File: config.mk
export PLATFORM = sky130hd
export DESIGN_NAME = priv_stack_switch
export DESIGN_NICKNAME = d
export VERILOG_FILES = /design/src/rtl/pss_pkg.sv /design/src/rtl/pss_ctrl.sv /design/src/rtl/pss_datapath.sv /design/src/rtl/priv_stack_switch.sv
export SDC_FILE = /design/constraint.sdc
export NUM_CORES = 1
export LEC_CHECK = 0
export BUFFER_PORTS_ARGS = -buffer_cell sky130_fd_sc_hd__buf_2
export CORE_UTILIZATION = 58
export CTS_BUF_LIST = sky130_fd_sc_hd__clkbuf_8 sky130_fd_sc_hd__clkbuf_16
export CTS_CLUSTER_DIAMETER = 30
export CTS_CLUSTER_SIZE = 14
export DETAILED_ROUTE_END_ITERATION = 6
export GPL_ROUTABILITY_DRIVEN = 0
export PLACE_DENSITY = 0.86
export SETUP_SLACK_MARGIN = 0.05
export SYNTH_ARGS = -nofsm -noshare
export SYNTH_HDL_FRONTEND = slang
export SYNTH_SLANG_ARGS = --single-unit
export TNS_END_PERCENT = 10
File: constraint.sdc
create_clock -name clk -period 7.61 [get_ports clk]
set_input_delay 0.3805 -clock clk [delete_from_list [all_inputs] [get_ports clk]]
set_output_delay 0.3805 -clock clk [all_outputs]
set_load 0.01 [all_outputs]
File: src/rtl/pss_pkg.sv
package pss_pkg;

    typedef enum logic [3:0] {
        ST_IDLE,
        ST_RD_SP,
        ST_RD_SS,
        ST_PU_SS,
        ST_PU_SP,
        ST_PU_FL,
        ST_RD_PRM,
        ST_PU_PRM,
        ST_PU_CS,
        ST_PU_IP,
        ST_FIN
    } seq_st_e;

    typedef enum logic {
        GATE_CALL = 1'b0,
        GATE_INTR = 1'b1
    } gate_kind_e;

    function automatic logic st_is_push(seq_st_e s);
        return (s == ST_PU_SS) || (s == ST_PU_SP) || (s == ST_PU_FL) ||
               (s == ST_PU_PRM) || (s == ST_PU_CS) || (s == ST_PU_IP);
    endfunction

    function automatic logic st_is_mem(seq_st_e s);
        return st_is_push(s) || (s == ST_RD_SP) || (s == ST_RD_SS) || (s == ST_RD_PRM);
    endfunction

endpackage

File: src/rtl/pss_ctrl.sv
module pss_ctrl
    import pss_pkg::*;
#(
    parameter int CNT_W = 5
) (
    input  logic             clk,
    input  logic             rst,
    input  logic             start,
    input  logic             kind_in,
    input  logic [CNT_W-1:0] cnt_in,
    input  logic             mem_ack,
    output seq_st_e          state,
    output logic             accept,
    output logic             busy,
    output logic             done,
    output logic             mem_req,
    output logic             mem_we,
    output logic [CNT_W-1:0] rem
);
    gate_kind_e kind_q;
    seq_st_e    nxt;

    assign accept  = (state == ST_IDLE) && start;
    assign busy    = (state != ST_IDLE);
    assign done    = (state == ST_FIN);
    assign mem_req = st_is_mem(state);
    assign mem_we  = st_is_push(state);

    always_comb begin
        nxt = state;
        case (state)
            ST_IDLE:   if (start) nxt = ST_RD_SP;
            ST_RD_SP:  if (mem_ack) nxt = ST_RD_SS;
            ST_RD_SS:  if (mem_ack) nxt = ST_PU_SS;
            ST_PU_SS:  if (mem_ack) nxt = ST_PU_SP;
            ST_PU_SP:  if (mem_ack) begin
                           if (kind_q == GATE_INTR) nxt = ST_PU_FL;
                           else if (rem != '0)      nxt = ST_RD_PRM;
                           else                     nxt = ST_PU_CS;
                       end
            ST_PU_FL:  if (mem_ack) nxt = ST_PU_CS;
            ST_RD_PRM: if (mem_ack) nxt = ST_PU_PRM;
            ST_PU_PRM: if (mem_ack) nxt = (rem == CNT_W'(1)) ? ST_PU_CS : ST_RD_PRM;
            ST_PU_CS:  if (mem_ack) nxt = ST_PU_IP;
            ST_PU_IP:  if (mem_ack) nxt = ST_FIN;
            ST_FIN:    nxt = ST_IDLE;
            default:   nxt = ST_IDLE;
        endcase
    end

    always_ff @(posedge clk) begin
        if (rst) begin
            state  <= ST_IDLE;
            kind_q <= GATE_CALL;
            rem    <= '0;
        end else begin
            state <= nxt;
            if (accept) begin
                kind_q <= gate_kind_e'(kind_in);
                rem    <= cnt_in;
            end else if (state == ST_PU_PRM && mem_ack) begin
                rem <= rem - CNT_W'(1);
            end
        end
    end
endmodule

File: src/rtl/pss_datapath.sv
module pss_datapath
    import pss_pkg::*;
#(
    parameter int WORD_W = 16,
    parameter int CNT_W  = 5,
    parameter int PL_W   = 2,
    localparam int ADDR_W = 2 * WORD_W
) (
    input  logic              clk,
    input  logic              rst,
    input  seq_st_e           state,
    input  logic              accept,
    input  logic              mem_ack,
    input  logic [WORD_W-1:0] mem_rdata,
    input  logic [CNT_W-1:0]  rem,
    input  logic [PL_W-1:0]   dpl_in,
    input  logic [WORD_W-1:0] gsel_in,
    input  logic [WORD_W-1:0] goff_in,
    input  logic [WORD_W-1:0] oss_in,
    input  logic [WORD_W-1:0] osp_in,
    input  logic [WORD_W-1:0] ocs_in,
    input  logic [WORD_W-1:0] oip_in,
    input  logic [WORD_W-1:0] ofl_in,
    input  logic [ADDR_W-1:0] base_in,
    output logic [ADDR_W-1:0] mem_addr,
    output logic [WORD_W-1:0] mem_wdata,
    output logic [WORD_W-1:0] out_ss,
    output logic [WORD_W-1:0] out_sp,
    output logic [WORD_W-1:0] out_cs,
    output logic [WORD_W-1:0] out_ip,
    output logic [PL_W-1:0]   out_cpl
);
    localparam int WORD_BYTES = WORD_W / 8;
    localparam int SLOT_BYTES = 2 * WORD_BYTES;

    logic [PL_W-1:0]   dpl_q;
    logic [WORD_W-1:0] gsel_q, goff_q, oss_q, osp_q, ocs_q, oip_q, ofl_q;
    logic [ADDR_W-1:0] base_q;
    logic [WORD_W-1:0] nss, nsp, pbuf;
    logic [WORD_W-1:0] push_off, prm_off;
    logic [ADDR_W-1:0] slot_addr;

    assign push_off  = nsp - WORD_W'(WORD_BYTES);
    assign prm_off   = osp_q + WORD_W'(WORD_BYTES) * WORD_W'(rem - CNT_W'(1));
    assign slot_addr = base_q + ADDR_W'(WORD_BYTES) + ADDR_W'(SLOT_BYTES) * ADDR_W'(dpl_q);

    always_comb begin
        case (state)
            ST_RD_SP:  mem_addr = slot_addr;
            ST_RD_SS:  mem_addr = slot_addr + ADDR_W'(WORD_BYTES);
            ST_RD_PRM: mem_addr = {oss_q, prm_off};
            default:   mem_addr = {nss, push_off};
        endcase
    end

    always_comb begin
        case (state)
            ST_PU_SS:  mem_wdata = oss_q;
            ST_PU_SP:  mem_wdata = osp_q;
            ST_PU_FL:  mem_wdata = ofl_q;
            ST_PU_PRM: mem_wdata = pbuf;
            ST_PU_CS:  mem_wdata = ocs_q;
            ST_PU_IP:  mem_wdata = oip_q;
            default:   mem_wdata = '0;
        endcase
    end

    always_ff @(posedge clk) begin
        if (rst) begin
            dpl_q  <= '0;
            gsel_q <= '0;
            goff_q <= '0;
            oss_q  <= '0;
            osp_q  <= '0;
            ocs_q  <= '0;
            oip_q  <= '0;
            ofl_q  <= '0;
            base_q <= '0;
        end else if (accept) begin
            dpl_q  <= dpl_in;
            gsel_q <= gsel_in;
            goff_q <= goff_in;
            oss_q  <= oss_in;
            osp_q  <= osp_in;
            ocs_q  <= ocs_in;
            oip_q  <= oip_in;
            ofl_q  <= ofl_in;
            base_q <= base_in;
        end
    end

    always_ff @(posedge clk) begin
        if (rst) begin
            nss  <= '0;
            nsp  <= '0;
            pbuf <= '0;
        end else if (mem_ack) begin
            if (state == ST_RD_SP)  nsp  <= mem_rdata;
            if (state == ST_RD_SS)  nss  <= mem_rdata;
            if (state == ST_RD_PRM) pbuf <= mem_rdata;
            if (st_is_push(state))  nsp  <= push_off;
        end
    end

    assign out_ss  = nss;
    assign out_sp  = nsp;
    assign out_cs  = gsel_q;
    assign out_ip  = goff_q;
    assign out_cpl = dpl_q;
endmodule

File: src/rtl/priv_stack_switch.sv
module priv_stack_switch
    import pss_pkg::*;
#(
    parameter int WORD_W = 16,
    parameter int CNT_W  = 5,
    parameter int PL_W   = 2,
    localparam int ADDR_W = 2 * WORD_W
) (
    input  logic              clk,
    input  logic              rst,
    input  logic              start,
    input  logic              gate_kind,
    input  logic [PL_W-1:0]   tgt_dpl,
    input  logic [WORD_W-1:0] gate_sel,
    input  logic [WORD_W-1:0] gate_off,
    input  logic [CNT_W-1:0]  gate_wcnt,
    input  logic [WORD_W-1:0] cur_ss,
    input  logic [WORD_W-1:0] cur_sp,
    input  logic [WORD_W-1:0] cur_cs,
    input  logic [WORD_W-1:0] cur_ip,
    input  logic [WORD_W-1:0] cur_flags,
    input  logic [ADDR_W-1:0] tsa_base,
    output logic              mem_req,
    output logic              mem_we,
    output logic [ADDR_W-1:0] mem_addr,
    output logic [WORD_W-1:0] mem_wdata,
    input  logic              mem_ack,
    input  logic [WORD_W-1:0] mem_rdata,
    output logic              busy,
    output logic              done,
    output logic [WORD_W-1:0] out_ss,
    output logic [WORD_W-1:0] out_sp,
    output logic [WORD_W-1:0] out_cs,
    output logic [WORD_W-1:0] out_ip,
    output logic [PL_W-1:0]   out_cpl
);
    seq_st_e          state;
    logic             accept;
    logic [CNT_W-1:0] rem;

    pss_ctrl #(.CNT_W(CNT_W)) u_ctrl (
        .clk     (clk),
        .rst     (rst),
        .start   (start),
        .kind_in (gate_kind),
        .cnt_in  (gate_wcnt),
        .mem_ack (mem_ack),
        .state   (state),
        .accept  (accept),
        .busy    (busy),
        .done    (done),
        .mem_req (mem_req),
        .mem_we  (mem_we),
        .rem     (rem)
    );

    pss_datapath #(.WORD_W(WORD_W), .CNT_W(CNT_W), .PL_W(PL_W)) u_dp (
        .clk       (clk),
        .rst       (rst),
        .state     (state),
        .accept    (accept),
        .mem_ack   (mem_ack),
        .mem_rdata (mem_rdata),
        .rem       (rem),
        .dpl_in    (tgt_dpl),
        .gsel_in   (gate_sel),
        .goff_in   (gate_off),
        .oss_in    (cur_ss),
        .osp_in    (cur_sp),
        .ocs_in    (cur_cs),
        .oip_in    (cur_ip),
        .ofl_in    (cur_flags),
        .base_in   (tsa_base),
        .mem_addr  (mem_addr),
        .mem_wdata (mem_wdata),
        .out_ss    (out_ss),
        .out_sp    (out_sp),
        .out_cs    (out_cs),
        .out_ip    (out_ip),
        .out_cpl   (out_cpl)
    );
endmodule

## Yosys cells after proc, flatten, opt, wreduce, memory -nomap -nowiden

Index checks and enable logic that the tools add are counted.

| storage, ports and cells | value |
|---|---|
| register bits after elaboration | 204 |
| bits in latches | 0 |
| memory bits (writable) | 0 |
| ROM bits | 0 |
| output and inout port bits | 118 |
| logic and storage cells | 82 |
| memories kept | 0 |

| cells by class | value |
|---|---|
| add/subtract/negate cells | 7 |
| multipliers | 0 |
| divide/modulo/power cells | 0 |
| magnitude comparators | 0 |
| equal/unequal tests | 21 |
| shift operators | 0 |
| muxes and demuxes | 20 |
| bitwise gates (word level) | 0 |
| reduce and logical (&&, ||, !) cells | 19 |

Operator list:

| operator | count |
|---|---|
| 16-bit one-hot mux with 6 select lines | 1 |
| 32-bit one-hot mux with 3 select lines | 1 |
| 32-bit by 2-bit adder with 32-bit output (second input constant) | 2 |
| 4-bit two-way mux | 13 |
| 4-bit one-hot mux with 10 select lines | 1 |
| 32-bit by 4-bit adder with 32-bit output | 1 |
| 16-bit two-way mux | 2 |
| 2-bit inequality test (second input constant) | 10 |
| 16-bit adder | 1 |
| 4-bit by 3-bit == test with 1-bit output (second input constant) | 4 |
| 16-bit by 2-bit subtractor with 16-bit output (second input constant) | 1 |
| 4-bit == test (second input constant) | 3 |
| 5-bit two-way mux | 2 |
| 10-bit AND reduction | 1 |
| 4-bit by 2-bit == test with 1-bit output (second input constant) | 2 |
| 1-bit logical OR | 8 |
| 2-bit AND reduction | 3 |
| 5-bit by 1-bit subtractor with 6-bit output (second input constant) | 1 |
| 5-bit by 1-bit == test with 1-bit output (second input constant) | 1 |
| 5-bit nonzero test | 1 |
| 5-bit by 1-bit subtractor with 5-bit output (second input constant) | 1 |
| 4-bit by 1-bit == test with 1-bit output (second input constant) | 1 |
| 4-bit logical NOT | 1 |
| 2-bit nonzero test | 2 |
| 2 further kinds | 3 |

## Logic depth before layout (Yosys ltp)

| logic depth | value |
|---|---|
| depth in word-level cells | 9 |
| gate-level depth with buffers | 13 |
| mapped depth without buffers | 13 |

## Cells and area by module

From an unflattened synthesis, not the netlist that was laid out.

| unflattened totals | value |
|---|---|
| cells, all modules | 1374 |
| area total of the unflattened synthesis | 11409.7 µm² |

Modules (own cells, without submodules):

| module | times used | cells an instance | area each (µm²) | sequential area each (µm²) |
|---|---|---|---|---|
| pss_datapath | 1 | 1272 | 10617.7 | 3883.7 |
| pss_ctrl | 1 | 102 | 792.0 | 200.2 |

## Least setup slack after synthesis

OpenSTA, ideal clock, no wires.

| timing | value |
|---|---|
| path type | register -> output |
| start | register u_dp.dpl_q[1] (netlist: u_dp.out_cpl[1]) |
| end | output port mem_addr[31] |
| data arrival time | 3318 ps |
| required time | 7229 ps |
| setup slack | 3912 ps |
| cell stages (with the launch flop) | 11 |
| cell sequence | dfxtp_1 ha_1 a21oi_2 and2_1 buf_4 a31oi_1 a2111oi_4 nand2_4 or4_4 or4_1 a31o_1 |

| between the ends | value |
|---|---|
| cells in the longest elaborated chain, start to end | 3 |

Ends and longest elaborated chain:

| what | RTL line | RTL |
|---|---|---|
| from (decl) | pss_datapath.sv:36 | `logic [PL_W-1:0] dpl_q;` |
| from (signal assigned) | pss_datapath.sv:80 | `dpl_q <= dpl_in;` |
| 32-bit by 4-bit adder with 32-bit output * | pss_datapath.sv:45 | `assign slot_addr = base_q + ADDR_W'(WORD_BYTES) + ADDR_W'(SLOT_BYTES) * ADDR_W'(dpl_q);` |
| 32-bit by 2-bit adder with 32-bit output | pss_datapath.sv:50 | `ST_RD_SS: mem_addr = slot_addr + ADDR_W'(WORD_BYTES);` |
| 32-bit one-hot mux with 3 select lines * | pss_datapath.sv:48 | `case (state)` |
| to (decl) | priv_stack_switch.sv:25 | `output logic [ADDR_W-1:0] mem_addr,` |

Mark *: on every way between the ends. The rest lies on a longest branch, timed or not.

## Worst setup path in the final report

| timing | value |
|---|---|
| start | register u_dp.dpl_q[1] (netlist: u_dp.out_cpl[1]) |
| end | output port mem_addr[28] |

Same word-level chain as after synthesis.

==> results by group <==
Route
  – WL/cell: 19.8 µm
  – Vias: ~13,000
  – DRC violations left: 2
  – DRT antenna net count: 0
  – Via density: between 6 and 7
  – Pre-antenna DRT Iters: 7
  – Final wirelength: around 40 mm
  – Iter 0 DRT Violations: approximately 1,500

Global routing
  – First-pass GRT wire length: between 60 and 70 mm
  – Gr usage total: between 30% and 40%
  – Largest net degree at the start of global routing: 110
  – Vias in the first global route: about 12,000
  – Initial antenna violation count: 3
  – GRT overflow: 0

Clocking
  – CTS Buf Count: a little over 40
  – Cts hold-fix bufs: 0
  – CTS resizes: 0
  – Root Buffer: clkbuf_16
  – Insertion delay to the later sink of the worst-skew pair: between 0.5 and 0.6 ns
  – CTS tree: built
  – CTS max path bufs: 3
  – CTS H-tree lvls: 2
  – CTS sink count: around 200
  – Post-CTS setup buffers: 0
  – Clk slew on worst S/H paths: ~0.05 ns

Logic synthesis
  – Commonest cells post-synth: nand2_1, a21oi_1, dfxtp_1
  – Synth area leader: dfxtp_1
  – Synth Register Bits: approximately 200
  – Post-synth top area share: about 37%
  – Synth warnings: 0
  – Seq/Total Area, Yosys: 36.6%
  – Synthesized area: about 11,000 µm²
  – Asr flop ratio synth: 0%
  – Syn_nets: approximately 1,700
  – Top_reg_cell synth: dfxtp_1
  – Avg Inst Size Synth: around 7.3 µm²
  – Mapped Cells: between 1,500 and 2,000
  – Netlist cell types: slightly below 80
  – Post-synth EDFFs: 0
  – Top post-synthesis cells by area: dfxtp_1, nand2_1, a21oi_1
  – Top-count cell post-synth: nand2_1

Placed design
  – Detailed placement HPWL: 27.8 mm
  – Dpl cells: ~1,900
  – Port bufs: a little under 300
  – Pre-CTS setup slack: ~3.3 ns

Setup path
  – Critical path required time: a little over 7 ns
  – Worst R2R Setup Slack: about 4.2 ns
  – WP data arrival: around 4.6 ns
  – Worst setup SP type: register
  – Reg2reg end: u_dp.out_sp[11]$_SDFFE_PP0P_
  – R2r startpoint: u_ctrl.state[3]$_SDFFE_PP0P_
  – Worst setup endpoint: mem_addr[28]
  – Worst path slowest cell: or4b_2
  – CP max stage delay: ~0.64 ns
  – CP Cell Sequence: ha_1, a21oi_2, and2_1, a31oi_1, a2111oi_4, nand3_1, nor4_1, or4b_2, o211ai_1, buf_2
  – Cells on worst reg2reg path: 8
  – Crit-path max FO: 10
  – Critical Path Sink Type: output pin
  – Critical path origin: u_dp.out_cpl[1]$_SDFFE_PP0P_
  – Worst setup path class: register to output pin

Timing
  – Slew headroom: 18.0%
  – Final setup vio count: 0
  – Post-route minimum period: between 5 and 6 ns
  – Setup ws final: 2.61 ns
  – Period utilization: 65.7%
  – WHS: 0.0935 ns
  – Tightest Pin Transition: approximately 1.2 ns
  – Final hold vios: 0
  – Max-slew violation count: 0
  – Clock Skew: roughly 0.013 ns
  – RSZ-0062 raised after global routing: no
  – TNS Setup: 0 ns
  – FMAX: between 0.15 and 0.2 GHz

Cells and area
  – Final core occ: between 70 and 80%
  – Filler cells: approximately 1,400
  – Flip-flop and latch area: a little over 4000 µm²
  – Multi-input combinational cell area: roughly 6600 µm²
  – Finished Layout Cells: slightly above 2,000
  – Final net count: between 1,500 and 2,000
  – Layout cells sized above 1: 22.2%
  – Layout area overhead: 25.0%

Power
  – Pwr Density: 413 nW/µm²
  – Pint: 3.33 mW
  – Switching Share: between 40% and 50%
  – Pleak: ~5.7 nW
  – Sequential Power Share: 27.1%
  – Peak supply drop: ~230 µV
  – Combinational share of power: a little over two fifths
  – Psw: 2.43 mW
  – Clock Power Share: a little under a third

Die
  – Die width: 141 µm
  – I/O pin count: between 200 and 300
  – Die H: roughly 140 µm
  – Starting Density: approximately 59%
  – Core footprint: 18,800 µm²
  – Row count: 50
  – DIE AREA: 19,800 µm²

Outcome
  – Failing checks: DRC
  – Status: complete, but fails checks

Min path
  – Hold/Removal Path Class: primary input to register
  – Critical hold path startpoint: gate_sel[3]

Job
  – Max Cap Violations: 0
## registers in the layout, summed over array words and instances, names as in the netlist
name and flops:
u_ctrl.kind_q 1, u_ctrl.rem 5, u_ctrl.state 4, u_dp.base_q 32, u_dp.ocs_q 16, u_dp.ofl_q 16
u_dp.oip_q 16, u_dp.osp_q 16, u_dp.oss_q 16, u_dp.out_cpl 2, u_dp.out_cs 16, u_dp.out_ip 16
u_dp.out_sp 16, u_dp.out_ss 16, u_dp.pbuf 16
## worst max-delay path, delay by kind of cell (launching register included)
family                     cells  cell delay, ns
buffers and inverters          1            0.18
and+or+nand+nor                4            1.72
AOI/OAI and AO/OA              4            1.45
DFF                            1            0.33
adders and majority gates      1            0.40
## routing by layer
| layer | track usage (%) | wire length, µm | up-vias |
|---|---|---|---|
| li1 | - | - | 5789 |
| met1 | 48.5 | 14700 | 5868 |
| met2 | 61.1 | 17600 | 882 |
| met3 | 9.88 | 4770 | 221 |
| met4 | 26.5 | 2750 | 4 |
| met5 | 0 | 28 | - |
## worst min path at each step
stage	to	slack, ns	depth (start not counted)
2_1_floorplan	u_dp.base_q[0]$_SDFFE_PP0P_	0.44	2
3_3_place_gp	u_dp.out_cs[13]$_SDFFE_PP0P_	0.44	2
3_5_place_dp	u_dp.out_ip[15]$_SDFFE_PP0P_	0.44	2
4_1_cts	u_dp.ofl_q[6]$_SDFFE_PP0P_	0.09	3
5_1_grt	u_dp.ofl_q[1]$_SDFFE_PP0P_	0.09	3
6_report	u_dp.out_cs[3]$_SDFFE_PP0P_	0.09	3
## metrics by stage
| stage | total power, mW | area (µm²) |
|---|---|---|
| 2_1_floorplan | 3.12 | 11200 |
| 3_3_place_gp | 3.83 | 12600 |
| 3_5_place_dp | 3.90 | 12600 |
| 4_1_cts | 5.68 | 13900 |
| 5_1_grt | 6.04 | 13900 |
| 6_report | 5.76 | 13900 |
## power by group through the flow
stage | combinational (mW) | sequential, mW | clock (mW)
after floorplan | 1.64 | 1.48 | 0
after global placement | 2.28 | 1.55 | 0
after detailed placement | 2.34 | 1.56 | 0
after CTS | 2.38 | 1.54 | 1.76
after global routing | 2.64 | 1.58 | 1.82
final | 2.45 | 1.56 | 1.75
## placed cells by master (no fill, tap or decap), types with 5 or more instances in the layout
cell type / count
and2_1: 8
nand4_1: 8
o21ai_0: 37
a211oi_1: 18
nor4_1: 8
nand2b_1: 6
o211ai_1: 8
dfxtp_1: 204
and3_1: 10
buf_4: 12
xnor2_1: 43
or4_1: 5
o221ai_1: 8
o22ai_1: 15
nor3b_1: 5
nand3_1: 48
clkbuf_8: 11
o31ai_1: 6
nand2_1: 422
buf_2: 288
nor2_1: 65
a22oi_1: 60
clkbuf_16: 41
inv_1: 24
nor3_1: 19
a21o_1: 8
nor2b_1: 6
ha_1: 20
a222oi_1: 9
or3_1: 7
xor2_1: 31
a31oi_1: 12
a21oi_1: 222
## final cells by class
type / count / share of cell area, %
well taps: 234 / 2.10
clock buffers: 52 / 8.44
multi-input cells: 1185 / 47.1
repair buffers: 301 / 11.1
diodes: 1 / 0.0179
inverters: 21 / 0.565
clock inverters: 17 / 1.39
flip-flops and latches: 204 / 29.3
## cells by family after synthesis
kind of cell    count (synthesis)  share of synthesized area [%]
flops                         204                           36.6
fa+ha+maj                      22                           2.60
buf+inv                       131                           4.61
simple gates                  642                           25.1
compound gates                443                           24.9
mux                             3                          0.292
xor+xnor                       75                           5.95
Note: power is estimated with default switching activity, not from simulation.
